`src/rtl/vic_pkg.sv`:
```
package vic_pkg;

    typedef enum logic [1:0] {
        PEND_SEL  = 2'd0,
        MASK_SEL  = 2'd1,
        SENSE_SEL = 2'd2,
        VEC_SEL   = 2'd3
    } reg_sel_e;

    // bit positions whose source number (width-1-bit) is even
    function automatic logic [31:0] edge_capable_bits(input int width);
        logic [31:0] m;
        m = '0;
        for (int b = 0; b < width; b++) begin
            if (((width - 1 - b) % 2) == 0) m[b] = 1'b1;
        end
        return m;
    endfunction

endpackage

```
`src/rtl/vic_sync.sv`:
```
module vic_sync #(
    parameter int WIDTH  = 32,
    parameter int STAGES = 2
) (
    input  logic             clk,
    input  logic             rst_n,
    input  logic [WIDTH-1:0] d_in,
    output logic [WIDTH-1:0] d_out
);

    logic [WIDTH-1:0] stage_q [STAGES];

    generate
        for (genvar s = 0; s < STAGES; s++) begin : g_stage
            always_ff @(posedge clk or negedge rst_n) begin
                if (!rst_n) begin
                    stage_q[s] <= '1;
                end else if (s == 0) begin
                    stage_q[s] <= d_in;
                end else begin
                    stage_q[s] <= stage_q[(s == 0) ? 0 : s - 1];
                end
            end
        end
    endgenerate

    assign d_out = stage_q[STAGES-1];

endmodule

```
`src/rtl/vic_pend.sv`:
```
module vic_pend #(
    parameter int NSRC = 32
) (
    input  logic            clk,
    input  logic            rst_n,
    input  logic [NSRC-1:0] req_n_s,
    input  logic            pend_we,
    input  logic            sense_we,
    input  logic [NSRC-1:0] wdata,
    output logic [NSRC-1:0] pend_q,
    output logic [NSRC-1:0] sense_q
);
    import vic_pkg::*;

    localparam logic [31:0] EDGE_MASK = edge_capable_bits(NSRC);

    logic unused_wdata_bits;
    assign unused_wdata_bits = ^(wdata & ~EDGE_MASK[NSRC-1:0]);

    generate
        for (genvar b = 0; b < NSRC; b++) begin : g_bit
            if (EDGE_MASK[b]) begin : g_edge
                logic sense_b, pend_b, prev_b, fall_b;

                always_ff @(posedge clk or negedge rst_n) begin
                    if (!rst_n)        sense_b <= 1'b0;
                    else if (sense_we) sense_b <= wdata[b];
                end

                always_ff @(posedge clk or negedge rst_n) begin
                    if (!rst_n) prev_b <= 1'b1;
                    else        prev_b <= req_n_s[b];
                end

                assign fall_b = prev_b & ~req_n_s[b];

                always_ff @(posedge clk or negedge rst_n) begin
                    if (!rst_n) begin
                        pend_b <= 1'b0;
                    end else if (sense_b) begin
                        if (fall_b)                      pend_b <= 1'b1;
                        else if (pend_we && wdata[b])    pend_b <= 1'b0;
                    end else begin
                        pend_b <= ~req_n_s[b];
                    end
                end

                assign pend_q[b]  = pend_b;
                assign sense_q[b] = sense_b;

                // a latched edge bit survives until cleared by a written one
                assert_edge_hold_R4: assert property (@(posedge clk) disable iff (!rst_n)
                    (sense_b && pend_b && !(pend_we && wdata[b]))
                    |=> (pend_b || !sense_b));
            end else begin : g_lvl
                logic pend_b;

                always_ff @(posedge clk or negedge rst_n) begin
                    if (!rst_n) pend_b <= 1'b0;
                    else        pend_b <= ~req_n_s[b];
                end

                assign pend_q[b]  = pend_b;
                assign sense_q[b] = 1'b0;

                // a level-only source mirrors the synchronized request a cycle later
                assert_level_follow_R3: assert property (@(posedge clk) disable iff (!rst_n)
                    1'b1 |=> (pend_b == !$past(req_n_s[b])));
            end
        end
    endgenerate

endmodule

```
`src/rtl/vic_prio.sv`:
```
module vic_prio #(
    parameter int NSRC      = 32,
    parameter int CODE_W    = 6,
    parameter int IDLE_CODE = 15
) (
    input  logic [NSRC-1:0]   req,
    output logic [CODE_W-1:0] code
);

    always_comb begin
        code = CODE_W'(IDLE_CODE);
        // walk from highest source number down so the lowest number wins
        for (int n = NSRC - 1; n >= 0; n--) begin
            if (req[NSRC-1-n]) code = CODE_W'(n);
        end
    end

endmodule

```
`src/rtl/vec_intc.sv`:
```
module vec_intc #(
    parameter int NSRC      = 32,
    parameter int SYNC_LEN  = 2,
    parameter int CODE_W    = 6,
    parameter int IDLE_CODE = 15
) (
    input  logic            clk,
    input  logic            rst_n,
    input  logic [1:0]      reg_idx,
    input  logic            reg_we,
    input  logic [NSRC-1:0] reg_wdata,
    output logic [NSRC-1:0] reg_rdata,
    input  logic [NSRC-1:0] irq_req_n,
    output logic            irq_out
);
    import vic_pkg::*;

    localparam int VEC_PAD = NSRC - CODE_W;

    reg_sel_e          sel;
    logic [NSRC-1:0]   req_n_s;
    logic [NSRC-1:0]   pend_q, sense_q, mask_q, en_w;
    logic [CODE_W-1:0] code;
    logic              irq_q;

    assign sel = reg_sel_e'(reg_idx);

    vic_sync #(.WIDTH(NSRC), .STAGES(SYNC_LEN)) i_sync (
        .clk   (clk),
        .rst_n (rst_n),
        .d_in  (irq_req_n),
        .d_out (req_n_s)
    );

    vic_pend #(.NSRC(NSRC)) i_pend (
        .clk      (clk),
        .rst_n    (rst_n),
        .req_n_s  (req_n_s),
        .pend_we  (reg_we && sel == PEND_SEL),
        .sense_we (reg_we && sel == SENSE_SEL),
        .wdata    (reg_wdata),
        .pend_q   (pend_q),
        .sense_q  (sense_q)
    );

    always_ff @(posedge clk or negedge rst_n) begin
        if (!rst_n)                         mask_q <= '0;
        else if (reg_we && sel == MASK_SEL) mask_q <= reg_wdata;
    end

    assign en_w = pend_q & mask_q;

    vic_prio #(.NSRC(NSRC), .CODE_W(CODE_W), .IDLE_CODE(IDLE_CODE)) i_prio (
        .req  (en_w),
        .code (code)
    );

    always_ff @(posedge clk or negedge rst_n) begin
        if (!rst_n) irq_q <= 1'b0;
        else        irq_q <= |en_w;
    end

    assign irq_out = irq_q;

    always_comb begin
        unique case (sel)
            PEND_SEL:  reg_rdata = pend_q;
            MASK_SEL:  reg_rdata = mask_q;
            SENSE_SEL: reg_rdata = sense_q;
            VEC_SEL:   reg_rdata = {code, {VEC_PAD{1'b0}}};
            default:   reg_rdata = '0;
        endcase
    end

    // the request line lags the enabled-pending state by one clock
    assert_irq_lag_R8: assert property (@(posedge clk) disable iff (!rst_n)
        1'b1 |=> (irq_out == $past(|en_w)));

    // the reported source is enabled and pending, with none of lower number
    assert_vec_lowest_R6: assert property (@(posedge clk) disable iff (!rst_n)
        (|en_w) |-> (en_w[NSRC-1-int'(code)] &&
                     ((en_w & ~({NSRC{1'b1}} >> code)) == '0)));

    // idle code whenever nothing enabled is pending
    assert_vec_idle_R7: assert property (@(posedge clk) disable iff (!rst_n)
        (en_w == '0) |-> (code == CODE_W'(IDLE_CODE)));

endmodule

```
`config.mk`:
```
export PLATFORM = sky130hd
export DESIGN_NAME = vec_intc
export DESIGN_NICKNAME = d
export VERILOG_FILES = /design/src/rtl/vic_pkg.sv /design/src/rtl/vic_sync.sv /design/src/rtl/vic_pend.sv /design/src/rtl/vic_prio.sv /design/src/rtl/vec_intc.sv
export SDC_FILE = /design/constraint.sdc
export NUM_CORES = 1
export LEC_CHECK = 0
export BUFFER_PORTS_ARGS = -buffer_cell sky130_fd_sc_hd__buf_2
export CAP_MARGIN = 20
export CORE_MARGIN = 8
export CORE_UTILIZATION = 45
export CTS_BUF_LIST = sky130_fd_sc_hd__clkbuf_8
export CTS_CLUSTER_SIZE = 10
export DETAILED_ROUTE_END_ITERATION = 8
export PLACE_DENSITY = 0.73
export SYNTH_ARGS = -nofsm -noshare
export SYNTH_HDL_FRONTEND = slang
export SYNTH_SLANG_ARGS = --single-unit
```
`constraint.sdc`:
```
create_clock -name clk -period 4.2 [get_ports clk]
set_input_delay 0.21 -clock clk [delete_from_list [all_inputs] [get_ports clk]]
set_output_delay 0.21 -clock clk [all_outputs]
set_load 0.02 [all_outputs]
```
==> flow_metrics.env <==
export IMPL_status="finished clean"
export IMPL_postRouteAntennaNets=0
export IMPL_syn_nets=540
export IMPL_synthCells=471
export IMPL_die_height_um=133
export IMPL_vias=4256
export IMPL_worstSetupPathType="flop to output pin"
export IMPL_viasPerCell=5.09
export IMPL_cp_end_kind="output pin"
export IMPL_powerDensity_mw_per_mm2=467
export IMPL_fin_nets=711
export IMPL_arrival_ns=2.26
export IMPL_layout_commonest_cell="buf_2"
export IMPL_most_common_layout_cells="buf_2, dfrtp_1, dfstp_2"
export IMPL_critPathLaunchType="flop"
export IMPL_fin_skew_ns=0.0104
export IMPL_wl_per_cell_um=17.1
export IMPL_start_util=0.454
export IMPL_rsz0062_at_grt="false"
export IMPL_n_fill_cell=1114
export IMPL_maxCapViolations=0
export IMPL_drc_errors=0
export IMPL_track_usage=0.168
export IMPL_io_pins=102
export IMPL_synth_area_leaders="dfstp_2, dfrtp_1, mux2_2"
export IMPL_drt_iter0_drc=277
export IMPL_grt_pass1_vias=4681
export IMPL_placed_cell_area_mm2=0.00692
export IMPL_finalSetupTns_ns=0
export IMPL_synth_top_area_share=0.339
export IMPL_drt_total_wl_um=14300
export IMPL_finalHoldViolations=0
export IMPL_die_w_um=133
export IMPL_cts_buffer_depth=2
export IMPL_stdcell_area_mm2=0.00796
export IMPL_worst_pin_slew_ns=0.729
export IMPL_htreeDepth=4
export IMPL_synth_cell_type_count=44
export IMPL_min_path_type="primary input to flop"
export IMPL_cts_root_buf="clkbuf_8"
export IMPL_cts_hold_buf=60
export IMPL_drive_gt1_frac=0.414
export IMPL_yosys_warnings=0
export IMPL_rows=43
export IMPL_gp_congestion=0.804
export IMPL_portBuffers=101
export IMPL_required_ns=3.99
export IMPL_fmax_ghz=0.406
export IMPL_synthFlopType="dfrtp_1"
export IMPL_area_growth_pct=28.2
export IMPL_seq_area_mm2=0.00413
export IMPL_grt_overflow_total=0
export IMPL_cts_sinks=161
export IMPL_power_w=0.00371
export IMPL_cts_resized=0
export IMPL_final_max_slew_viol_count=0
export IMPL_numCtsBuffers=17
export IMPL_path_max_fanout=4
export IMPL_p_leak_nw=3.57
export IMPL_first_pass_iters=4
export IMPL_grt_pass1_wl_um=23500
export IMPL_seq_area_frac_synth=0.665
export IMPL_cts_tree="yes"
export IMPL_cts_setup_buffers=0
export IMPL_antenna_found_initial=1
export IMPL_vdd_drop_max_v=0.000272
export IMPL_clkTransAtPathRegs_ns=0.08
export IMPL_ys_ff_latch=161
export IMPL_slew_headroom=0.514
export IMPL_insertion_delay_ns=0.46
export IMPL_period_minus_slack_ns=2.47
export IMPL_synth_area_mm2=0.00621
export IMPL_finalSetupViolations=0
export IMPL_synth_edff_count=0
export IMPL_synthArstFlopShare=1.00
export IMPL_dpl_hpwl_um=9740
export IMPL_finalCritPeriodShare=0.587
export IMPL_multiInputGateArea_mm2=0.00195
export IMPL_postSynthAreaPerCell_um2=13.2
export IMPL_dieArea_mm2=0.0178
export IMPL_core_area_mm2=0.0137
export IMPL_synth_top_area_cell="dfstp_2"
export IMPL_grt_start_max_net_pins=71
-- path summary, 6_finish.rpt --
check | startpoint | slack [ns] | end | cells after the start
max | i_pend.g_bit[7].g_edge.pend_b$_DFFE_PN0P_ | 1.73 | reg_rdata[27] | 6
max in group asynchronous | rst_n | 2.84 | mask_q[14]$_DFFE_PN0P_ | 3
min reg2reg | i_sync.stage_q[62]$_DFF_PN1_ | 0.35 | i_sync.d_out[30]$_DFF_PN1_ | 0
min | reg_wdata[29] | 0.03 | mask_q[29]$_DFFE_PN0P_ | 2
min in group asynchronous | rst_n | 0.30 | i_pend.g_bit[26].g_lvl.pend_b$_DFF_PN0_ | 2
max reg2reg | i_pend.g_bit[12].g_lvl.pend_b$_DFF_PN0_ | 2.62 | irq_out$_DFF_PN0_ | 5
-- per-layer routing --
metal | share of wire | wire, um | track usage
met2 | 0.50 | 7090 | 0.271
met4 | 0.025 | 353 | 0.0799
met5 | 0.00091 | 13 | 0
met1 | 0.43 | 6140 | 0.204
met3 | 0.048 | 688 | 0.0467
-- power breakdown --
| part | internal, W | total, W | switching (W) |
|---|---|---|---|
| Sequential | 0.00174 | 0.00189 | 0.000143 |
| Combinational | 0.000293 | 0.000611 | 0.000318 |
| Clock | 0.000661 | 0.00122 | 0.000555 |
-- layout make-up --
cell class | instances | share of cell area
Inverter | 16 | 0.00755
Timing Repair Buffer | 167 | 0.145
Sequential cell | 161 | 0.519
Tap cell | 180 | 0.0283
Clock inverter | 14 | 0.0236
Antenna cell | 1 | 0.000315
Clock buffer | 18 | 0.0311
Multi-Input combinational cell | 279 | 0.245
-- metrics by stage --
step	util	setup WS (ns)	std cells	hold WS, ns
3_3_place_gp	0.506	2.12	743	0.232
6_report	0.582	1.73	836	0.0275
5_1_grt	0.582	1.64	835	0.0190
3_5_place_dp	0.506	2.10	743	0.240
2_1_floorplan	-	2.42	471	-0.0856
4_1_cts	0.582	1.74	835	0.000787
-- logic make-up after synthesis --
family,Yosys count,share of synthesized area
buffers and inverters,31,0.0214
DFF,161,0.665
muxes,78,0.135
AOI/OAI and AO/OA,75,0.0806
and+or+nand+nor,126,0.0975
-- state kept, by name, summed over array words and instances, names as in the netlist --
register and count:
i_pend.g_bit.g_lvl.pend_b 16, i_pend.g_bit.g_edge.pend_b 16, mask_q 32, i_pend.g_bit.g_edge.sense_b 16, i_sync.stage_q 32, i_pend.g_bit.g_edge.prev_b 16
i_sync.d_out 32, irq_out 1
-- critical path, cell delays in order, from the launching register on --
cell	delay, ns
dfrtp_1	0.41
a22oi_1	0.27
a21boi_0	0.28
o21bai_1	0.11
a211o_1	0.31
a21oi_1	0.21
buf_2	0.20
-- cells in the mapped netlist (3+ instances only) --
| library cell | count |
|---|---|
| nand2_1 | 54 |
| mux2i_1 | 30 |
| nand3_1 | 24 |
| clkbuf_1 | 4 |
| mux2_2 | 48 |
| inv_1 | 16 |
| a22o_1 | 5 |
| nor2_1 | 14 |
| o21ai_0 | 32 |
| a21oi_1 | 7 |
| buf_2 | 10 |
| dfstp_2 | 80 |
| a32o_1 | 3 |
| a21boi_0 | 3 |
| a22oi_1 | 3 |
| a32oi_1 | 3 |
| dfrtp_1 | 81 |
| nor2b_1 | 19 |
No activity file was read; power rests on OpenSTA's default activity.
